[src/rtl/utx_pkg.sv]
package utx_pkg;

  // Number of 16x ticks in one bit period.
  localparam int unsigned TICKS_PER_BIT = 16;
  localparam int unsigned TICK_SHIFT    = 4;

  // Upper two bits of the parity code; bit 0 enables the parity slot.
  typedef enum logic [1:0] {
    PAR_ODD   = 2'b00,
    PAR_EVEN  = 2'b01,
    PAR_MARK  = 2'b10,
    PAR_SPACE = 2'b11
  } par_kind_e;

endpackage

[src/rtl/utx_fifo.sv]
module utx_fifo #(
  parameter int unsigned DATA_W = 12,
  parameter int unsigned DEPTH  = 16,
  localparam int unsigned AW    = $clog2(DEPTH),
  localparam int unsigned CW    = AW + 1
) (
  input  logic              clk,
  input  logic              rst,
  input  logic              clr,
  input  logic              deep,
  input  logic              wr,
  input  logic [DATA_W-1:0] wdata,
  input  logic              rd,
  output logic [DATA_W-1:0] rdata,
  output logic              full,
  output logic              empty,
  output logic [CW-1:0]     count
);

  logic [DATA_W-1:0] mem [DEPTH];
  logic [AW-1:0]     wp, rp;
  logic              push, pop;

  assign empty = (count == '0);
  assign full  = deep ? (count == CW'(DEPTH)) : (count != '0);
  assign push  = wr && !full && !clr;
  assign pop   = rd && !empty && !clr;

  // Storage without reset so a RAM can be inferred.
  always_ff @(posedge clk) begin
    if (push) mem[wp] <= wdata;
  end

  assign rdata = mem[rp];

  always_ff @(posedge clk) begin
    if (rst || clr) begin
      wp    <= '0;
      rp    <= '0;
      count <= '0;
    end else begin
      if (push) wp <= (wp == AW'(DEPTH - 1)) ? '0 : wp + AW'(1);
      if (pop)  rp <= (rp == AW'(DEPTH - 1)) ? '0 : rp + AW'(1);
      case ({push, pop})
        2'b10:   count <= count + CW'(1);
        2'b01:   count <= count - CW'(1);
        default: count <= count;
      endcase
    end
  end

endmodule

[src/rtl/utx_shifter.sv]
module utx_shifter
  import utx_pkg::*;
#(
  parameter int unsigned DATA_W = 12,
  parameter int unsigned FT_W   = 9,
  localparam int unsigned WL_W  = $clog2(DATA_W + 1),
  localparam int unsigned SLOT_W = FT_W - TICK_SHIFT
) (
  input  logic              clk,
  input  logic              rst,
  input  logic              tick,
  input  logic              cts,
  input  logic              brk,
  input  logic              avail,
  input  logic [DATA_W-1:0] din,
  input  logic [WL_W-1:0]   word_len,
  input  logic [2:0]        par_mode,
  input  logic [FT_W-1:0]   frame_ticks,
  output logic              take,
  output logic              busy,
  output logic              txd
);

  logic [DATA_W-1:0] shreg;
  logic [FT_W-1:0]   tcnt, tnext;
  logic [SLOT_W-1:0] slot;
  logic              par_q, lvl, slot_lvl, at_end, can_start;
  logic [DATA_W-1:0] sh;

  function automatic logic calc_par(input logic [DATA_W-1:0] d,
                                    input logic [WL_W-1:0]   wl,
                                    input logic [2:0]        m);
    logic x;
    x = 1'b0;
    for (int i = 0; i < DATA_W; i++) begin
      if (i < int'(wl)) x = x ^ d[i];
    end
    case (par_kind_e'(m[2:1]))
      PAR_ODD:  return ~x;
      PAR_EVEN: return x;
      PAR_MARK: return 1'b1;
      default:  return 1'b0;
    endcase
  endfunction

  assign can_start = avail && cts && !brk;
  assign at_end    = busy && (tcnt == frame_ticks);
  assign take      = tick && can_start && (!busy || at_end);
  assign tnext     = tcnt + FT_W'(1);
  assign slot      = tnext[FT_W-1:TICK_SHIFT];

  // Line level for the tick position that follows the current one.
  always_comb begin
    sh = shreg >> (slot - SLOT_W'(1));
    if (slot == '0)
      slot_lvl = 1'b0;
    else if (slot <= SLOT_W'(word_len))
      slot_lvl = sh[0];
    else if ((slot == SLOT_W'(word_len) + SLOT_W'(1)) && par_mode[0])
      slot_lvl = par_q;
    else
      slot_lvl = 1'b1;
  end

  always_ff @(posedge clk) begin
    if (rst) begin
      busy  <= 1'b0;
      tcnt  <= '0;
      lvl   <= 1'b1;
      shreg <= '0;
      par_q <= 1'b0;
    end else if (tick) begin
      if (take) begin
        busy  <= 1'b1;
        tcnt  <= '0;
        lvl   <= 1'b0;
        shreg <= din;
        par_q <= calc_par(din, word_len, par_mode);
      end else if (at_end) begin
        busy <= 1'b0;
        lvl  <= 1'b1;
      end else if (busy) begin
        tcnt <= tnext;
        lvl  <= slot_lvl;
      end
    end
  end

  always_ff @(posedge clk) begin
    if (rst) txd <= 1'b1;
    else     txd <= lvl && !brk;
  end

endmodule

[src/rtl/uart_tx_engine.sv]
module uart_tx_engine #(
  parameter int unsigned DATA_W = 12,
  parameter int unsigned DEPTH  = 16,
  parameter int unsigned FT_W   = 9,
  localparam int unsigned WL_W  = $clog2(DATA_W + 1),
  localparam int unsigned CNT_W = $clog2(DEPTH) + 1
) (
  input  logic              clk,
  input  logic              rst,
  input  logic              wr_en,
  input  logic [DATA_W-1:0] wr_data,
  input  logic              fifo_en,
  input  logic              fifo_clr,
  input  logic [WL_W-1:0]   word_len,
  input  logic [2:0]        par_mode,
  input  logic [FT_W-1:0]   frame_ticks,
  input  logic              tick16,
  input  logic              cts,
  input  logic              brk,
  output logic              txd,
  output logic              full,
  output logic              empty,
  output logic [CNT_W-1:0]  count
);

  logic [DATA_W-1:0] q_data;
  logic              tx_take, tx_busy;

  utx_fifo #(.DATA_W(DATA_W), .DEPTH(DEPTH)) u_fifo (
    .clk   (clk),
    .rst   (rst),
    .clr   (fifo_clr),
    .deep  (fifo_en),
    .wr    (wr_en),
    .wdata (wr_data),
    .rd    (tx_take),
    .rdata (q_data),
    .full  (full),
    .empty (empty),
    .count (count)
  );

  utx_shifter #(.DATA_W(DATA_W), .FT_W(FT_W)) u_shift (
    .clk         (clk),
    .rst         (rst),
    .tick        (tick16),
    .cts         (cts),
    .brk         (brk),
    .avail       (!empty && !fifo_clr),
    .din         (q_data),
    .word_len    (word_len),
    .par_mode    (par_mode),
    .frame_ticks (frame_ticks),
    .take        (tx_take),
    .busy        (tx_busy),
    .txd         (txd)
  );

endmodule

[config.mk]
export PLATFORM = sky130hd
export DESIGN_NAME = uart_tx_engine
export DESIGN_NICKNAME = d
export VERILOG_FILES = /design/src/rtl/utx_pkg.sv /design/src/rtl/utx_fifo.sv /design/src/rtl/utx_shifter.sv /design/src/rtl/uart_tx_engine.sv
export SDC_FILE = /design/constraint.sdc
export NUM_CORES = 1
export LEC_CHECK = 0
export BUFFER_PORTS_ARGS = -buffer_cell sky130_fd_sc_hd__buf_2
export CAP_MARGIN = 40
export CORE_MARGIN = 5
export CORE_UTILIZATION = 55
export DETAILED_ROUTE_END_ITERATION = 16
export GPL_TIMING_DRIVEN = 0
export PLACE_DENSITY = 0.76
export SYNTH_ARGS = -nofsm -noshare
export SYNTH_HDL_FRONTEND = slang
export SYNTH_SLANG_ARGS = --single-unit
[constraint.sdc]
create_clock -name clk -period 10.43 [get_ports clk]
set_input_delay 2.086 -clock clk [delete_from_list [all_inputs] [get_ports clk]]
set_output_delay 2.086 -clock clk [all_outputs]
set_load 0.02 [all_outputs]
==> results.txt <==
----------------------------------------------------
[Run status]
  Status ... completed

[Clocking]
  Clk Tree Root Cell ... sky130_fd_sc_hd__clkbuf_16
  Number of buffers created by CTS ... 24
  CTS clk-pin slew, worst paths ... 0.06 ns
  Number of H-tree levels ... 1
  Count of cells resized by post-cts repair ... 0
  TritonCTS clock tree ... built
  Later-pin clock latency in the skew report ... 0.52 ns
  Setup repair bufs after CTS ... 0
  Hold Buf Count CTS ... 0
  Total number of clock tree sinks ... 234
  Clock Path Buffers ... 3

[Place]
  PortBufs ... 42
  Post-DP Area ... 0.0110 mm^2
  Global placer's final weighted congestion ... 0.830
  Detailed-placement wirelength estimate ... 16.2 mm
  Cell Count Post-Placement ... 954

[Critical path]
  Family with the most delay on the worst path ... simple AND/OR/NAND/NOR gates
  List of cells traversed by the critical path ... buf_2 -> or4_1 -> inv_1 -> nand2_1 -> inv_1 -> clkbuf_1 -> ha_1 -> inv_1 -> fa_1 -> inv_1 -> a21o_1 -> a21oi_1 -> xnor2_1 -> or3_1 -> a21oi_1
  Most numerous cell on the critical path ... sky130_fd_sc_hd__inv_1
  Total buffers and inverters traversed by the critical path ... 6
  Setup slack of the most critical reg-to-reg path ... 6.55 ns
  Slowest cell on the critical path ... sky130_fd_sc_hd__or4_1
  Worst EP arrival ... 5.41 ns
  Kind of capture point of the worst setup path ... flop
  CP startpoint kind ... primary input
  Class of the most critical setup path ... primary input to flop
  CP Max Fanout ... 10
  Max incr delay on CP ... 0.62 ns
  Data required time at the worst endpoint ... 10.88 ns

[Floorplanning]
  Die outline width ... 147 um
  Number of rows created at floorplan ... 50
  Count of pins on the block boundary ... 44
  DIE HEIGHT ... 147 um
  Die area ... 0.0215 mm^2
  Placeable Area ... 0.0186 mm^2
  Effective utilization at floorplan ... 0.553

[Power]
  Final Total Pwr ... 1.93 mW
  Leakage power ... 4.05 nW
  Logic gate share of total power ... 0.033
  Internal Dissipation ... 1.55 mW
  Power density over cell area ... 163 mW/mm^2
  Sequential group share of total power ... 0.525
  Proportion of power drawn by the clock network ... 0.442
  Switching part of the total ... 0.199
  Worst IR drop on VDD ... 0.148 mV
  Net Switching ... 0.385 mW

[Global route]
  Met2 track utilization from global routing ... 0.378
  Global-route total usage across every layer ... 0.220
  Initial antenna violation count ... 1
  Met3 track demand over resource ... 0.0500
  Met1 usage in global routing ... 0.285
  Largest net degree at the start of global routing ... 17
  Routing layer with the top usage in global route ... met2
  First-pass GRT wire length ... 36.2 mm
  Sum of overflow across all layers after global routing ... 0
  Number of global-route vias before repair ... 6,178

[STA]
  Number of slew-limit violations in the final report ... 0
  Actual slew at the worst max-slew pin ... 0.926 ns
  Hold slack ... 0.473 ns
  Number of hold violations in the final report ... 0
  Tightest slew margin relative to the limit ... 0.379
  Setup repair after global routing missed its margin ... false
  Setup-failing EPs final ... 0
  Clock period minus final worst setup slack ... 4.97 ns
  Final Cycle Share ... 0.476
  Setup TNS after final layout ... 0 ns
  FMAX ... 201 MHz
  Final Skew ... 0.0105 ns

[Logic synthesis]
  Synthesis warning total ... 0
  Post-Syn Instances ... 662
  Sequential element share of the synthesized area ... 0.643
  Register bit total from synthesis ... 234
  Post-Synthesis Cell Area ... 0.0103 mm^2
  Mean instance size in the synthesized netlist ... 15.5 um^2
  Async SR Flop Fraction ... 0
  Dominant register cell in the synthesized netlist ... sky130_fd_sc_hd__edfxtp_1
  Number of distinct library cells after synthesis ... 61
  Number of flops mapped to enable cells by yosys ... 192
  Nets in the synthesized netlist ... 717

[Route]
  TritonRoute pass-1 iters ... 5
  Remaining design rule violation count ... 0
  Number of nets with antenna violations after routing ... 0
  Routed via count ... 6,167
  Via density per instance ... 6.17
  Drt first-iter violations ... 509
  Routed wire length ... 23.5 mm
  Routed wire per std cell ... 23.5 um

[Finish]
  Summed area of non-filler cells in the final layout ... 0.0119 mm^2
  Filler cell count in the final layout ... 1,269
  Total inserted antenna cells ... 0
  Area growth syn-to-layout ... 15.3%
  Post-route non-filler standard cell count ... 999
  Fraction of layout cells with a size suffix above 1 ... 0.235
  # nets final ... 803

[Flow run]
  Max cap viols ... 0

[Worst hold path]
  Class of the most critical hold timing path ... flop to flop

----------------------------------------------------
==> per-stage QoR <==
| stage | util | setup slack (ns) |
|---|---|---|
| 2_1_floorplan | - | 5.61 |
| 3_3_place_gp | 0.580 | 5.02 |
| 3_5_place_dp | 0.594 | 4.95 |
| 4_1_cts | 0.637 | 5.47 |
| 5_1_grt | 0.638 | 5.17 |
| 6_report | 0.638 | 5.46 |
==> tightest hold or removal path: stages (launching register included) <==
cell and delay [ns]:
sky130_fd_sc_hd__dfxtp_1 0.31, sky130_fd_sc_hd__nand2_1 0.05, sky130_fd_sc_hd__a21oi_1 0.06
==> cell usage in the layout, fill, tap and decap left out, drive strengths merged, types with 7 or more instances in the layout <==
| cell | n |
|---|---|
| edfxtp | 192 |
| buf | 77 |
| nor2 | 62 |
| mux4 | 52 |
| clkbuf | 44 |
| dfxtp | 42 |
| nand2 | 34 |
| a21oi | 32 |
| inv | 20 |
| xor2 | 19 |
| ha | 18 |
| mux2i | 18 |
| nor3 | 17 |
| xnor2 | 16 |
| o21ai | 12 |
| nand3 | 11 |
| mux2 | 11 |
| clkinv | 7 |
==> worst paths after layout <==
kind,cells past startpoint,end,startpoint
max reg2reg,16,u_fifo.count[4],u_fifo.count[0]
max,15,u_fifo.count[4],fifo_clr
min reg2reg,2,u_shift.shreg[5],u_shift.shreg[5]
min,2,u_shift.shreg[5],u_shift.shreg[5]
==> kinds of logic after synthesis <==
group | count (synthesis) | share of synthesized area
and+or+nand+nor | 159 | 0.0722
adders and majority gates | 19 | 0.0239
buffers and inverters | 49 | 0.0265
muxes | 81 | 0.151
AOI/OAI and AO/OA | 84 | 0.0519
DFF | 234 | 0.643
xor gates and xnor gates | 36 | 0.0320
==> power groups by stage <==
stage | clock network (mW) | registers, mW | logic (mW)
floorplan | 0 | 1.04 | 0.0338
global placement | 0 | 1.03 | 0.0583
detailed placement | 0 | 1.03 | 0.0631
CTS | 0.865 | 1.01 | 0.0635
global route | 0.908 | 1.01 | 0.0701
finish | 0.854 | 1.01 | 0.0644
==> synth_stat cells (all sizes together) (12+ instances only) <==
master | n | area share
inv | 19 | 0.0069
nor3 | 17 | 0.0083
buf | 17 | 0.014
nor2 | 62 | 0.023
xor2 | 19 | 0.016
edfxtp | 192 | 0.56
mux4 | 52 | 0.12
xnor2 | 16 | 0.014
clkbuf | 12 | 0.0047
a21oi | 32 | 0.016
dfxtp | 42 | 0.082
o21ai | 12 | 0.0058
mux2i | 18 | 0.019
ha | 18 | 0.022
nand2 | 34 | 0.012
==> state kept, by name, indices dropped and copies added, names as in the netlist, named ones only <==
| name | cells |
|---|---|
| u_fifo.count | 5 |
| u_fifo.wp | 4 |
| u_shift.busy | 1 |
| u_shift.tcnt | 9 |
| u_shift.txd | 1 |
| u_fifo.rp | 4 |
| u_shift.lvl | 1 |
| u_fifo.mem | 192 |
| u_shift.par_q | 1 |
| u_shift.shreg | 12 |
==> layout make-up <==
type | count | area (um^2) | share of cell area
repair buffers | 60 | 439 | 0.0370
well taps | 234 | 293 | 0.0247
flip-flops and latches | 234 | 6610 | 0.557
clock buffers | 32 | 683 | 0.0576
clock inverters | 11 | 113 | 0.00950
inverters | 20 | 75.1 | 0.00633
multi-input cells | 379 | 3450 | 0.291
plain buffers | 29 | 198 | 0.0167
==> layer usage <==
layer / vias up / wire, um / share of wire
met3: 43 / 1870 / 0.079
li1: 2754 / - / -
met1: 3083 / 9340 / 0.40
met2: 285 / 11800 / 0.50
met5: - / 13 / 0.00055
met4: 2 / 504 / 0.021
(Power assumes the default switching activity.)
